`src/rtl/alm_pkg.sv`:
```
// Package: shared constants and helpers for the alarm match interrupt unit.
// Assumes BCD time fields no wider than FIELD_MAX_W bits.
package alm_pkg;

    localparam int ALM_FIELDS    = 4;
    localparam int FIELD_MAX_W   = 7;
    localparam int MASK_BIT      = 7;
    localparam int OFS_ALM_BASE  = 8;
    localparam int OFS_STAT      = 14;
    localparam int OFS_CTRL      = 15;
    localparam int STAT_FLAG_BIT = 0;
    localparam int CTRL_EN_BIT   = 3;

    typedef logic [FIELD_MAX_W-1:0] fld_t;

    // Width of the BCD compare value for field i (0 sec, 1 min, 2 hour, 3 date).
    function automatic int field_width(input int i);
        return (i < 2) ? 7 : 6;
    endfunction

endpackage

```
`src/rtl/alm_field_match.sv`:
```
// Module: one field comparator.
// A field matches when its don't-care bit is set or the values are equal.
// Assumes both operands are zero-extended to the same width.
module alm_field_match #(
    parameter int W = 7
) (
    input  logic [W-1:0] alarm_val,
    input  logic [W-1:0] cur_val,
    input  logic         dont_care,
    output logic         hit
);

    // Purpose: equality compare, overridden by the don't-care bit.
    always_comb begin
        hit = dont_care | (alarm_val == cur_val);
    end

endmodule

```
`src/rtl/alm_regfile.sv`:
```
// Module: host-visible registers of the alarm unit.
// It holds the four alarm bytes and the interrupt enable, and drives the read mux.
// Assumes a single-cycle write strobe; the status flag lives elsewhere and comes in.
module alm_regfile
    import alm_pkg::*;
#(
    parameter int ADDR_W = 4,
    parameter int DATA_W = 8
) (
    input  logic                  clk,
    input  logic                  rst_n,
    input  logic                  wr_en,
    input  logic [ADDR_W-1:0]     addr,
    input  logic [DATA_W-1:0]     wdata,
    input  logic                  flag,
    output fld_t [ALM_FIELDS-1:0] alarm_val,
    output logic [ALM_FIELDS-1:0] alarm_mask,
    output logic                  irq_en,
    output logic [DATA_W-1:0]     rdata
);

    logic [DATA_W-1:0] alm_byte [ALM_FIELDS];

    for (genvar i = 0; i < ALM_FIELDS; i++) begin : g_alarm
        localparam int W = field_width(i);
        logic [W-1:0] val_q;
        logic         msk_q;

        // Purpose: capture the value and don't-care bit of this alarm byte.
        always_ff @(posedge clk) begin
            if (!rst_n) begin
                val_q <= '0;
                msk_q <= 1'b0;
            end else if (wr_en && addr == ADDR_W'(OFS_ALM_BASE + i)) begin
                val_q <= wdata[W-1:0];
                msk_q <= wdata[MASK_BIT];
            end
        end

        assign alarm_val[i]  = fld_t'(val_q);
        assign alarm_mask[i] = msk_q;
        assign alm_byte[i]   = {msk_q, (DATA_W-1)'(val_q)};
    end

    // Purpose: hold the interrupt enable bit of the control register.
    always_ff @(posedge clk) begin
        if (!rst_n) begin
            irq_en <= 1'b0;
        end else if (wr_en && addr == ADDR_W'(OFS_CTRL)) begin
            irq_en <= wdata[CTRL_EN_BIT];
        end
    end

    // Purpose: select read data by offset; unmapped offsets give zero.
    always_comb begin
        rdata = '0;
        for (int i = 0; i < ALM_FIELDS; i++) begin
            if (addr == ADDR_W'(OFS_ALM_BASE + i)) begin
                rdata = alm_byte[i];
            end
        end
        if (addr == ADDR_W'(OFS_STAT)) begin
            rdata[STAT_FLAG_BIT] = flag;
        end
        if (addr == ADDR_W'(OFS_CTRL)) begin
            rdata[CTRL_EN_BIT] = irq_en;
        end
    end

endmodule

```
`src/rtl/alm_event_flag.sv`:
```
// Module: sticky event flag and interrupt gate.
// Setting wins over clearing in the same cycle, so an event is never lost.
// Assumes set and clear are single-cycle qualified strobes.
module alm_event_flag (
    input  logic clk,
    input  logic rst_n,
    input  logic set_evt,
    input  logic clr_evt,
    input  logic irq_en,
    output logic flag,
    output logic irq
);

    // Purpose: sticky flag, set by a matching tick, cleared by a status read.
    always_ff @(posedge clk) begin
        if (!rst_n) begin
            flag <= 1'b0;
        end else if (set_evt) begin
            flag <= 1'b1;
        end else if (clr_evt) begin
            flag <= 1'b0;
        end
    end

    // Purpose: level interrupt, gated by the enable.
    always_comb begin
        irq = flag & irq_en;
    end

endmodule

```
`src/rtl/alm_match_irq.sv`:
```
// Module: top of the masked alarm match interrupt unit.
// It compares the BCD time with the alarm bytes on each second tick and raises a flag and interrupt.
// Assumes the time fields are already updated in the cycle that sec_tick is high.
module alm_match_irq
    import alm_pkg::*;
#(
    parameter int ADDR_W = 4,
    parameter int DATA_W = 8
) (
    input  logic              clk,
    input  logic              rst_n,
    input  logic [6:0]        cur_sec,
    input  logic [6:0]        cur_min,
    input  logic [5:0]        cur_hour,
    input  logic [5:0]        cur_date,
    input  logic              sec_tick,
    input  logic [ADDR_W-1:0] addr,
    input  logic              wr_en,
    input  logic [DATA_W-1:0] wdata,
    input  logic              rd_en,
    output logic [DATA_W-1:0] rdata,
    output logic              irq
);

    fld_t [ALM_FIELDS-1:0] alarm_val;
    fld_t [ALM_FIELDS-1:0] cur_pack;
    logic [ALM_FIELDS-1:0] alarm_mask;
    logic [ALM_FIELDS-1:0] field_hit;
    logic                  alarm_hit;
    logic                  irq_en;
    logic                  flag_q;
    logic                  stat_read;

    assign cur_pack[0] = fld_t'(cur_sec);
    assign cur_pack[1] = fld_t'(cur_min);
    assign cur_pack[2] = fld_t'(cur_hour);
    assign cur_pack[3] = fld_t'(cur_date);

    alm_regfile #(
        .ADDR_W (ADDR_W),
        .DATA_W (DATA_W)
    ) u_regs (
        .clk        (clk),
        .rst_n      (rst_n),
        .wr_en      (wr_en),
        .addr       (addr),
        .wdata      (wdata),
        .flag       (flag_q),
        .alarm_val  (alarm_val),
        .alarm_mask (alarm_mask),
        .irq_en     (irq_en),
        .rdata      (rdata)
    );

    for (genvar i = 0; i < ALM_FIELDS; i++) begin : g_cmp
        alm_field_match #(
            .W (FIELD_MAX_W)
        ) u_cmp (
            .alarm_val (alarm_val[i]),
            .cur_val   (cur_pack[i]),
            .dont_care (alarm_mask[i]),
            .hit       (field_hit[i])
        );
    end

    // Purpose: all fields must agree for an alarm match.
    always_comb begin
        alarm_hit = &field_hit;
    end

    // Purpose: decode the flag-clearing status read.
    always_comb begin
        stat_read = rd_en && (addr == ADDR_W'(OFS_STAT));
    end

    alm_event_flag u_flag (
        .clk     (clk),
        .rst_n   (rst_n),
        .set_evt (sec_tick & alarm_hit),
        .clr_evt (stat_read),
        .irq_en  (irq_en),
        .flag    (flag_q),
        .irq     (irq)
    );

endmodule

```
`config.mk`:
```
export PLATFORM = sky130hd
export DESIGN_NAME = alm_match_irq
export DESIGN_NICKNAME = d
export VERILOG_FILES = /design/src/rtl/alm_pkg.sv /design/src/rtl/alm_field_match.sv /design/src/rtl/alm_regfile.sv /design/src/rtl/alm_event_flag.sv /design/src/rtl/alm_match_irq.sv
export SDC_FILE = /design/constraint.sdc
export NUM_CORES = 1
export LEC_CHECK = 0
export ABC_CLOCK_PERIOD_IN_PS = 1700
export BUFFER_PORTS_ARGS = -buffer_cell sky130_fd_sc_hd__buf_2
export CORE_ASPECT_RATIO = 0.5
export CORE_MARGIN = 3
export CORE_UTILIZATION = 30
export DETAILED_ROUTE_END_ITERATION = 7
export GPL_TIMING_DRIVEN = 0
export SLEW_MARGIN = 20
export SYNTH_ARGS = -nofsm -noshare
export SYNTH_HDL_FRONTEND = slang
export SYNTH_SLANG_ARGS = --single-unit
```
`constraint.sdc`:
```
create_clock -name clk -period 1.7 [get_ports clk]
set_input_delay 0.085 -clock clk [delete_from_list [all_inputs] [get_ports clk]]
set_output_delay 0.085 -clock clk [all_outputs]
set_load 0.05 [all_outputs]
```
==> summary.md, run 1 <==
| Metric | Value |
|---|---|
| WP data arrival | 1.83 ns |
| Post-synth EDFFs | 0 |
| CTS clk-pin slew, worst paths | 0.05 ns |
| Hold_sp | wdata[6] |
| Setup TNS | 0 ns |
| DR vias | 1,574 |
| IO Pins | 52 |
| Initial Utilization | 32.3% |
| Worst Setup End Kind | flip-flop |
| Synthesized instance count | 187 |
| Asr flop ratio synth | 0% |
| Hold path depth | 3 |
| First-pass GRT wire length | 8180 um |
| Reg2reg setup slack | 0.09 ns |
| Die height | 61.4 um |
| GRT overflow | 0 |
| CP required | 1.92 ns |
| Initial DRC Count | 75 |
| Worst path slowest cell | o41ai_1 |
| Vias in the first global route | 1,654 |
| Worst hold slack | 0.0921 ns |
| Most used DFF post-synth | dfxtp_1 |
| Share of layout cells above drive strength 1 | 28.6% |
| Antenna diodes | 0 |
| Post-Syn Area | 0.00184 mm^2 |
| Wire per inst | 16.1 um |
| Multi-input logic area | 0.00118 mm^2 |
| Max-slew violations | 0 |
| Leading cell type by number of instances after synthesis | dfxtp_1 |
| CTS tree | done |
| R2r endpoint | u_flag.flag$_SDFFE_PN0P_ |
| Skew final | 0.00441 ns |
| Hold Buf Count CTS | 0 |
| Num rows | 19 |
| CTS buffer count | 5 |
| Maximum root-to-sink buffer count | 2 |
| Post-synth top cells | 32 x dfxtp_1, 21 x nor2b_1, 20 x nand2_1 |
| R2R depth | 5 |
| DR pass1 iterations | 4 |
| DR vias/cell | 4.95 |
| Syn nets | 230 |
| H-tree level count | 2 |
| Cell taking the most area after synthesis | dfxtp_1 |
| Final Wtd Congestion | 0.815 |
| Syn_area_per_cell | 9.85 um^2 |
| CP max stage delay | 0.41 ns |
| Post-synth top area share | 34.8% |
| Ys Warns | 0 |
| Startpoint types | flip-flop |
| Cts repair resizes | 1 |
| Critical path, cell by cell | xor2_1, nor4_2, a22oi_1, o41ai_1, and2_1 |
| Slew @ Worst Pin | 0.569 ns |
| GRT Total Usage | 15.2% |
| WL final | 5110 um |
| Slew HR | 61.9% |
| Status | completed |
| Setup repair bufs after CTS | 0 |
| DIE WIDTH | 117 um |
| DIE AREA | 0.00717 mm^2 |
| PD cells | 808 mW/mm^2 |
| RSZ-0062 raised after global routing | false |
| Static leakage | 0.000915 uW |
| Yosys reg bits | 32 |
| Core ar. | 0.00571 mm^2 |
| Worst hold path class | in2reg |
| Reg-to-Reg Start | u_regs.g_alarm[0].val_q[2]$_SDFFE_PN0P_ |
| Largest net degree at the start of global routing | 11 |
| Port bufs | 51 |
| Nets | 288 |
| Hold path endpoint | u_regs.g_alarm[1].val_q[6]$_SDFFE_PN0P_ |
| Hold Violations, Final | 0 |
| Max Fclk | 622 MHz |
| Post-synthesis sequential area ratio | 34.8% |
| Final HPWL DP | 4040 um |
| Crit Path Category | reg2reg |
| Endpoints failing setup | 0 |
| Clock Tree Root | clkbuf_16 |
| Post-synth cell types | 30 |
| Critical path fanouts, max | 3 |
| Final core area utilization | 41.3% |
| Min Tclk post-route | 1.61 ns |
| Max-Cap Viols | 0 |
| DRC | 0 |
| Final period util | 94.6% |
| Post-DRT Antenna Nets | 0 |
| Initial antenna violation count | 0 |
| Clk sinks | 32 |
| Fillers | 574 |
| Most area-consuming cells after synthesis | dfxtp_1 35%, mux2i_1 9.2%, xor2_1 7.6% |
| Maximum vdd drop | 0.353 mV |
| Area Growth Syn to Fin | 27.8% |
| Register area | 641 um^2 |
| Worst-skew pair later-pin latency | 0.28 ns |
[worst max path at each step]
stage                                                        from                        to  slack (ns)  cells past startpoint
final                     u_regs.g_alarm[0].val_q[2]$_SDFFE_PN0P_  u_flag.flag$_SDFFE_PN0P_        0.09                      5
after global routing      u_regs.g_alarm[1].val_q[6]$_SDFFE_PN0P_  u_flag.flag$_SDFFE_PN0P_       0.004                      5
after CTS                 u_regs.g_alarm[1].val_q[6]$_SDFFE_PN0P_  u_flag.flag$_SDFFE_PN0P_        0.03                      5
after detailed placement  u_regs.g_alarm[1].val_q[6]$_SDFFE_PN0P_  u_flag.flag$_SDFFE_PN0P_        0.06                      5
after global placement    u_regs.g_alarm[0].val_q[3]$_SDFFE_PN0P_  u_flag.flag$_SDFFE_PN0P_        0.02                      5
after floorplan                                           addr[0]                  rdata[6]        0.03                      4
[area by class of cell]
cell class	count	share of cell area (%)
Buffer	6	1.38
Timing Repair Buffer	51	10.8
Multi-Input combinational cell	148	50.0
Clock buffer	7	6.49
Inverter	1	0.159
Tap cell	73	3.88
Sequential cell	32	27.2
[state kept, by name, summed over array words and instances, names as in the netlist]
| name | flops |
|---|---|
| u_regs.irq_en | 1 |
| u_regs.g_alarm.msk_q | 4 |
| u_regs.g_alarm.val_q | 26 |
| u_flag.flag | 1 |
[power by group]
part / internal [uW] / total (uW) / switching, uW
Clock: 613 / 925 / 312
Sequential: 761 / 769 / 8.79
Combinational: 97.5 / 206 / 109
Total: 1470 / 1900 / 429
[metrics by stage]
stage	instances	cell area [um^2]	setup slack [ns]	power, uW
5_1_grt	318	2350	0.00360	1960
3_3_place_gp	311	2190	0.0213	985
4_1_cts	318	2350	0.0265	1910
2_1_floorplan	187	1840	0.0322	887
6_report	318	2350	0.0924	1900
3_5_place_dp	311	2190	0.0642	987
[layer usage]
metal | track usage, % | up-vias | share of wire, %
met5 | 0 | - | 0
met4 | 2.94 | 0 | 0.47
met3 | 4.12 | 3 | 4.7
met2 | 25.6 | 33 | 48
met1 | 19.9 | 753 | 47
li1 | - | 785 | -
[worst max-delay path, delay by kind of cell, from the launching register on]
family                    cells  cell delay [ns]
xor gates and xnor gates      1             0.18
and+or+nand+nor               2             0.50
AOI/OAI and AO/OA             2             0.54
DFF                           1             0.33
[layout by cell type, fill, tap and decap left out, types with 2 or more instances in the layout]
master,netlist,final
nand3_1,10,10
xor2_1,16,16
buf_2,2,53
dfxtp_1,32,32
mux4_2,3,3
mux4_1,4,4
nand2b_1,3,3
nor4_1,4,2
and2_1,2,2
nor4_2,0,2
clkbuf_8,0,2
a31oi_1,2,2
clkbuf_1,3,3
nor2_1,2,2
mux2i_1,17,17
nor2b_1,21,21
a21boi_0,16,15
nand2_1,20,20
xnor2_1,10,10
o21ai_0,8,7
clkbuf_16,0,5
[logic make-up (layout without fill, tap and decap cells)]
kind of cell	count (synthesis)	after routing	share of synthesized area (%)
muxes	24	24	18.6
buffers and inverters	7	65	1.97
xor gates and xnor gates	26	26	12.4
and+or+nand+nor	69	69	21.5
AOI/OAI and AO/OA	29	29	10.7
DFF	32	32	34.8
No activity file was read; power rests on OpenSTA's default activity.
==> run 2: changes to the inputs <==
--- a/config.mk
+++ b/config.mk
@@ -5,6 +5,7 @@
 export SDC_FILE = /design/constraint.sdc
 export NUM_CORES = 1
 export LEC_CHECK = 0
+export ABC_AREA = 1
 export ABC_CLOCK_PERIOD_IN_PS = 1700
 export BUFFER_PORTS_ARGS = -buffer_cell sky130_fd_sc_hd__buf_2
 export CORE_ASPECT_RATIO = 0.5
@@ -12,6 +13,7 @@
 export CORE_UTILIZATION = 30
 export DETAILED_ROUTE_END_ITERATION = 7
 export GPL_TIMING_DRIVEN = 0
+export HOLD_SLACK_MARGIN = 0.05
 export SLEW_MARGIN = 20
 export SYNTH_ARGS = -nofsm -noshare
 export SYNTH_HDL_FRONTEND = slang
==> run 2 against run 1 <==
Sequential share of layout area rose by 0.62 points. Power fell by 2.2%. Clock skew fell by 0.00074 ns. Critical path depth did not move. Register-to-register slack improved by 0.31 ns. Hold slack improved by 0.024 ns. Wire length rose by 7.5%. Synthesized cell count rose by 49%. Sequential cell count did not move. Die area fell by 1.3%. Via count rose by 23%. Worst setup slack improved by 0.080 ns. Highest routed layer unchanged.
==> summary.md, run 2 <==
| Metric | Value |
|---|---|
| Status | completed (unchanged) |
| Antenna diodes | 0 (unchanged) |
| Critical path fanouts, max | 2 (was 3) |
| WP data arrival | 1.44 ns (was 1.83 ns) |
| Wire per inst | 13.4 um (was 16.1 um) |
| Largest register FFs | 26 (unchanged) |
| CP delay by family, top | compound AO/OA/AOI/OAI gates (unchanged) |
| Final HPWL DP | 4340 um (was 4040 um) |
| Maximum root-to-sink buffer count | 2 (unchanged) |
| Asr flop ratio synth | 0% (unchanged) |
| Syn_area_per_cell | 6.51 um^2 (was 9.85 um^2) |
| Critical path, cell by cell | inv_1, o22ai_1, a21oi_1, a31oi_1, buf_2 (was xor2_1, nor4_2, a22oi_1, o41ai_1, and2_1) |
| CP max stage delay | 0.35 ns (was 0.41 ns) |
| Static leakage | 0.00104 uW (was 0.000915 uW) |
| Endpoints failing setup | 0 (unchanged) |
| Port bufs | 50 (was 51) |
| Most frequent cells in the layout | 62 x nand2_1, 53 x inv_1, 51 x buf_2 (was 53 x buf_2, 32 x dfxtp_1, 21 x nor2b_1) |
| Nets | 379 (was 288) |
| Placed cells | 402 (was 311) |
| Post-synth top area share | 35.3% (was 34.8%) |
| Clock Tree Root | clkbuf_16 (unchanged) |
| Startpoint types | flip-flop (unchanged) |
| Syn nets | 322 (was 230) |
| Share of layout cells above drive strength 1 | 19.9% (was 28.6%) |
| DIE AREA | 0.00708 mm^2 (was 0.00717 mm^2) |
| Yosys reg bits | 32 (unchanged) |
| GRT overflow | 0 (unchanged) |
| Crit Path Category | reg2out (was reg2reg) |
| Setup TNS | 0 ns (unchanged) |
| Min Tclk post-route | 1.53 ns (was 1.61 ns) |
| Total Power | 1860 uW (was 1900 uW) |
| Most used DFF post-synth | dfxtp_1 (unchanged) |
| Max-slew violations | 0 (unchanged) |
| Largest net degree at the start of global routing | 11 (unchanged) |
| CTS clk-pin slew, worst paths | 0.05 ns (about the same) |
| Biggest regs | u_regs.g_alarm.val_q: 26 flops, u_regs.g_alarm.msk_q: 4 flops (unchanged) |
| Biggest register | u_regs.g_alarm.val_q (unchanged) |
| CTS buffer count | 5 (unchanged) |
| Core ar. | 0.00566 mm^2 (was 0.00571 mm^2) |
| First-pass GRT wire length | 8800 um (was 8180 um) |
| DRC | 0 (unchanged) |
| DIE WIDTH | 116 um (was 117 um) |
| Post-route insts no fill | 409 (was 318) |
| Area Growth Syn to Fin | 26.7% (was 27.8%) |
| DR vias | 1,930 (was 1,574) |
| Initial DRC Count | 124 (was 75) |
| Cell taking the most area after synthesis | dfxtp_1 (unchanged) |
| Initial Utilization | 32.1% (was 32.3%) |
| Slew @ Worst Pin | 0.408 ns (was 0.569 ns) |
| Post-synth EDFFs | 0 (unchanged) |
| DR vias/cell | 4.72 (was 4.95) |
| Maximum vdd drop | 0.361 mV (was 0.353 mV) |
| Skew final | 0.00367 ns (was 0.00441 ns) |
| Post-Syn Area | 0.00182 mm^2 (was 0.00184 mm^2) |
| Clk sinks | 32 (unchanged) |
| CP required | 1.62 ns (was 1.92 ns) |
| Die height | 61.0 um (was 61.4 um) |
| CTS tree | done (unchanged) |
| H-tree level count | 2 (unchanged) |
| Initial antenna violation count | 0 (unchanged) |
| Max-Cap Viols | 0 (unchanged) |
| Worst hold path class | in2reg (unchanged) |
| Synthesized instance count | 279 (was 187) |
| Most area-consuming cells after synthesis | dfxtp_1 35%, nand2_1 13%, inv_1 11% (was dfxtp_1 35%, mux2i_1 9.2%, xor2_1 7.6%) |
| Final Wtd Congestion | 0.801 (was 0.815) |
| Final period util | 89.8% (was 94.6%) |
| PD cells | 808 mW/mm^2 (about the same) |
| Leading cell type by number of instances after synthesis | nand2_1 (was dfxtp_1) |
| Worst path slowest cell | dfxtp_1 (was o41ai_1) |
| DR pass1 iterations | 4 (unchanged) |
| GRT Total Usage | 16.4% (was 15.2%) |
| Post-synth cell types | 20 (was 30) |
| IO Pins | 52 (unchanged) |
| Buffer and inverter count on the worst path | 2 (was 0) |
| Post-synthesis sequential area ratio | 35.3% (was 34.8%) |
| Most common cell after layout, fill and taps aside | nand2_1 (was buf_2) |
| Worst-skew pair later-pin latency | 0.28 ns (about the same) |
| Num rows | 19 (unchanged) |
| Hold Buf Count CTS | 0 (unchanged) |
| Worst Setup End Kind | output port (was flip-flop) |
| Hold Violations, Final | 0 (unchanged) |
| Vias in the first global route | 1,786 (was 1,654) |
| Max Fclk | 655 MHz (was 622 MHz) |
| WL final | 5500 um (was 5110 um) |
| Slew HR | 72.8% (was 61.9%) |
| Ys Warns | 0 (unchanged) |
| RSZ-0062 raised after global routing | false (unchanged) |
| Post-DRT Antenna Nets | 0 (unchanged) |
| Post-synth top cells | 62 x nand2_1, 53 x inv_1, 37 x a21oi_1 (was 32 x dfxtp_1, 21 x nor2b_1, 20 x nand2_1) |
run 2: cell types whose count changed in the layout (fill, tap and decap cells not counted), sizes merged, moves of 4 or more:
cell    before  now
o21ai        8   36
mux4         7    0
nand4        0    5
a21boi      16    0
a21oi        0   37
o22ai        0    8
nor2b       21    0
inv          1   53
mux2i       17    0
nand2       20   64
nor4         4    0
xor2        16    3
nor2         4   17
run 2: through the flow:
stage / util, % / worst slack, ns / cell area (um^2) / hold slack, ns
3_3_place_gp: 38.1 / 0.104 / 2160 / 0.381
3_5_place_dp: 38.1 / 0.115 / 2160 / 0.390
4_1_cts: 40.5 / 0.109 / 2290 / 0.110
5_1_grt: 40.7 / 0.0683 / 2300 / 0.141
2_1_floorplan: - / 0.0131 / 1820 / 0.248
6_report: 40.7 / 0.173 / 2300 / 0.116
run 2: kinds of logic (layout without fill, tap and decap cells):
| group | after synthesis | count (layout) | synth area share, % |
|---|---|---|---|
| AO/OA/AOI/OAI | 83 | 83 | 23.6 |
| XOR/XNOR | 11 | 11 | 5.31 |
| buffers and inverters | 60 | 117 | 13.3 |
| flip-flops | 32 | 32 | 35.3 |
| AND/OR/NAND/NOR | 93 | 93 | 22.5 |
run 2: report_power, final:
part	internal [uW]	leakage [uW]	switching, uW
logic	88.5	0.000719	137
registers	767	0.000259	9.60
clock network	532	0.0000667	325
total	1390	0.00104	473
run 2: area by class of cell:
| type | count | area [um^2] |
|---|---|---|
| Fill cell | 611 | 3360 |
| Multi-Input combinational cell | 187 | 943 |
| Sequential cell | 32 | 641 |
| Timing Repair Buffer | 50 | 250 |
| Inverter | 53 | 199 |
| Clock buffer | 6 | 129 |
| Tap cell | 73 | 91.3 |
| Buffer | 7 | 42.5 |
| Clock inverter | 1 | 5.00 |
run 2: worst paths after layout:
check	from	end	slack (ns)	cells after the start
max	u_regs.g_alarm[0].val_q[0]$_SDFFE_PN0P_	rdata[0]	0.17	5
min	wdata[6]	u_regs.g_alarm[0].val_q[6]$_SDFFE_PN0P_	0.12	3
max reg2reg	u_regs.g_alarm[0].val_q[1]$_SDFFE_PN0P_	u_flag.flag$_SDFFE_PN0P_	0.40	5
min reg2reg	u_regs.g_alarm[2].msk_q$_SDFFE_PN0P_	u_regs.g_alarm[2].msk_q$_SDFFE_PN0P_	0.48	2
run 2: worst min-delay path, cell delays in order:
cell	delay, ns
buf_2	0.09
o21ai_0	0.08
a21oi_1	0.10
run 2: timing repair:
action,4_1_cts,5_1_grt
setup buffers,0,0
resized for setup,0,2
endpoints found under the setup margin,0,4
run 2: layer usage:
metal | vias to the layer above | part of all wire [%] | track usage [%]
met1 | 861 | 50 | 23.6
li1 | 1009 | - | -
met5 | - | 0 | 0
met3 | 7 | 6.0 | 3.29
met4 | 0 | 1.0 | 4.46
met2 | 53 | 43 | 25.3
==> run 3: changes to the inputs <==
--- a/config.mk
+++ b/config.mk
@@ -10,10 +10,11 @@
 export BUFFER_PORTS_ARGS = -buffer_cell sky130_fd_sc_hd__buf_2
 export CORE_ASPECT_RATIO = 0.5
 export CORE_MARGIN = 3
-export CORE_UTILIZATION = 30
+export CORE_UTILIZATION = 46
 export DETAILED_ROUTE_END_ITERATION = 7
 export GPL_TIMING_DRIVEN = 0
 export HOLD_SLACK_MARGIN = 0.05
+export PLACE_DENSITY = 0.72
 export SLEW_MARGIN = 20
 export SYNTH_ARGS = -nofsm -noshare
 export SYNTH_HDL_FRONTEND = slang
==> run 3 against run 2 <==
Final cell count is 5.4% lower. Fmax is 6.1% lower. Sequential power hardly changed. Critical path depth is 2 higher. Die area is 32% lower. Sequential share of layout area is 0.94 points higher. Clock skew is 0.00059 ns higher. Power is 12% lower. Sequential cell count stayed put. Critical endpoint is now rdata[4]. Largest power group is now sequential cells.
==> summary.md, run 3 (synthesized netlist as in run 2, its figures left out) <==
| Metric | Value |
|---|---|
| GRT Total Usage | 22.3% (was 16.4%) |
| Critical path fanouts, max | 8 (was 2) |
| Slew @ Worst Pin | 0.458 ns (was 0.408 ns) |
| Endpoints failing setup | 0 (unchanged) |
| Area Growth Syn to Fin | 22.6% (was 26.7%) |
| PD cells | 734 mW/mm^2 (was 808 mW/mm^2) |
| Startpoint types | primary input (was flip-flop) |
| Clk pwr share | 39.0% (was 46.1%) |
| Total Power | 1630 uW (was 1860 uW) |
| Wire per inst | 13.0 um (was 13.4 um) |
| Min Tclk post-route | 1.63 ns (was 1.53 ns) |
| H-tree level count | 2 (unchanged) |
| DIE WIDTH | 94.8 um (was 116 um) |
| Hold path depth | 3 (unchanged) |
| Critical path, cell by cell | buf_2, inv_1, nand3_1, o22ai_1, a21oi_1, o21ai_0, buf_2 (was inv_1, o22ai_1, a21oi_1, a31oi_1, buf_2) |
| Die height | 50.4 um (was 61.0 um) |
| Clk sinks | 32 (unchanged) |
| Worst path slowest cell | o22ai_1 (was dfxtp_1) |
| Initial DRC Count | 98 (was 124) |
| R2R depth | 11 (was 5) |
| Crit. path cell count | 7 (was 5) |
| Initial antenna violation count | 0 (unchanged) |
| Slew HR | 69.5% (was 72.8%) |
| Port bufs | 50 (unchanged) |
| Nets | 379 (unchanged) |
| Worst hold slack | 0.0996 ns (was 0.116 ns) |
| DRC | 0 (unchanged) |
| Buffer and inverter count on the worst path | 3 (was 2) |
| Final Wtd Congestion | 0.895 (was 0.801) |
| Vias in the first global route | 1,779 (was 1,786) |
| Final HPWL DP | 3930 um (was 4340 um) |
| DR pass1 iterations | 4 (unchanged) |
| Most frequent cells in the layout | 62 x nand2_1, 53 x inv_1, 51 x buf_2 (unchanged) |
| Largest net degree at the start of global routing | 11 (unchanged) |
| Post-DRT Antenna Nets | 0 (unchanged) |
| GRT overflow | 0 (unchanged) |
| DR vias/cell | 4.91 (was 4.72) |
| Core ar. | 0.00360 mm^2 (was 0.00566 mm^2) |
| Maximum vdd drop | 0.458 mV (was 0.361 mV) |
| Cell mode on critical path | buf_2 |
| Post-DP Area | 0.00213 mm^2 (was 0.00216 mm^2) |
| Worst-skew pair later-pin latency | 0.29 ns (was 0.28 ns) |
| Biggest register | u_regs.g_alarm.val_q (unchanged) |
| WP data arrival | 1.54 ns (was 1.44 ns) |
| DIE AREA | 0.00478 mm^2 (was 0.00708 mm^2) |
| CTS tree | done (unchanged) |
| Antenna diodes | 0 (unchanged) |
| First-pass GRT wire length | 7970 um (was 8800 um) |
| Combinational power share | 13.6% (was 12.2%) |
| Largest register FFs | 26 (unchanged) |
| Final period util | 95.7% (was 89.8%) |
| Worst hold path class | in2reg (unchanged) |
| Static leakage | 0.00103 uW (was 0.00104 uW) |
| Skew final | 0.00426 ns (was 0.00367 ns) |
| Max Fclk | 615 MHz (was 655 MHz) |
| WL final | 5020 um (was 5500 um) |
| Max-slew violations | 0 (unchanged) |
| Crit Path Category | in2out (was reg2out) |
| RSZ-0062 raised after global routing | true (was false) |
| IO Pins | 52 (unchanged) |
| Initial Utilization | 50.4% (was 32.1%) |
| Hold Buf Count CTS | 0 (unchanged) |
| Status | completed (unchanged) |
| DR vias | 1,900 (was 1,930) |
| CTS buffer count | 5 (unchanged) |
| Maximum root-to-sink buffer count | 2 (unchanged) |
| Biggest regs | u_regs.g_alarm.val_q: 26 flops, u_regs.g_alarm.msk_q: 4 flops (unchanged) |
| Final Instance Area | 0.00223 mm^2 (was 0.00230 mm^2) |
| CP max stage delay | 0.42 ns (was 0.35 ns) |
| Clock Tree Root | clkbuf_8 (was clkbuf_16) |
| Most common cell after layout, fill and taps aside | nand2_1 (unchanged) |
| Setup TNS | 0 ns (unchanged) |
| Num rows | 15 (was 19) |
| Int Pwr | 1210 uW (was 1390 uW) |
| Share of layout cells above drive strength 1 | 19.6% (was 19.9%) |
| Switch Pwr | 420 uW (was 473 uW) |
| CP required | 1.62 ns (about the same) |
| Switch share | 25.7% (was 25.4%) |
| Cts repair resizes | 0 (unchanged) |
| CP delay by family, top | compound AO/OA/AOI/OAI gates (unchanged) |
| Max-Cap Viols | 0 (unchanged) |
| Worst Setup End Kind | output port (unchanged) |
| CTS clk-pin slew, worst paths | 0.06 ns (was 0.05 ns) |
| Sequential power share | 47.4% (was 41.8%) |
| Hold Violations, Final | 0 (unchanged) |
| Setup repair bufs after CTS | 0 (unchanged) |
==> run 3: cell count changes in the layout (fill, tap and decap cells not counted) <==
cell       before  now
clkinv_2        1    0
clkbuf_1        3    2
nand3_2         2    0
clkbuf_16       5    0
nand3_1         5    7
clkbuf_8        0    7
==> run 3: final cells by class <==
class	instances	area [um^2]
Fill cell	368	1380
Multi-Input combinational cell	187	933
Sequential cell	32	641
Timing Repair Buffer	50	250
Inverter	53	199
Clock buffer	7	96.3
Tap cell	51	63.8
Buffer	7	42.5
==> run 3: power groups by stage <==
stage / logic (uW) / clock network (uW) / registers [uW]
final: 222 / 637 / 775
after global routing: 250 / 672 / 776
after CTS: 220 / 642 / 775
after detailed placement: 219 / 0 / 792
after global placement: 214 / 0 / 791
after floorplan: 122 / 0 / 789
==> run 3: worst min-delay path, delay by kind of cell <==
kind                   cells  cell delay, ns
AOI/OAI and AO/OA          2            0.17
buffers and inverters      1            0.09
==> run 3: metrics by stage <==
step	utilization, %	setup WS, ns	instances
final	61.8	0.0730	387
after global routing	61.8	-0.0180	387
after CTS	61.8	0.130	387
after detailed placement	59.1	0.150	380
after global placement	59.1	0.153	380
after floorplan	-	0.0131	279
==> run 3: final timing paths <==
| check | slack, ns | to | from |
|---|---|---|---|
| setup / recovery | 0.07 | rdata[4] | addr[0] |
| hold / removal | 0.1 | u_regs.g_alarm[0].val_q[6]$_SDFFE_PN0P_ | wdata[6] |
| hold reg to reg | 0.48 | u_regs.g_alarm[2].msk_q$_SDFFE_PN0P_ | u_regs.g_alarm[2].msk_q$_SDFFE_PN0P_ |
| setup reg to reg | 0.47 | u_flag.flag$_SDFFE_PN0P_ | u_regs.g_alarm[1].val_q[1]$_SDFFE_PN0P_ |
==> run 3: layer usage <==
metal / part of all wire [%] / GRT usage [%] / wire (um)
met2: 42 / 33.3 / 2130
met3: 10 / 5.54 / 518
met5: 0 / 0 / 0
met4: 1.6 / 8.13 / 82
met1: 46 / 31.1 / 2290
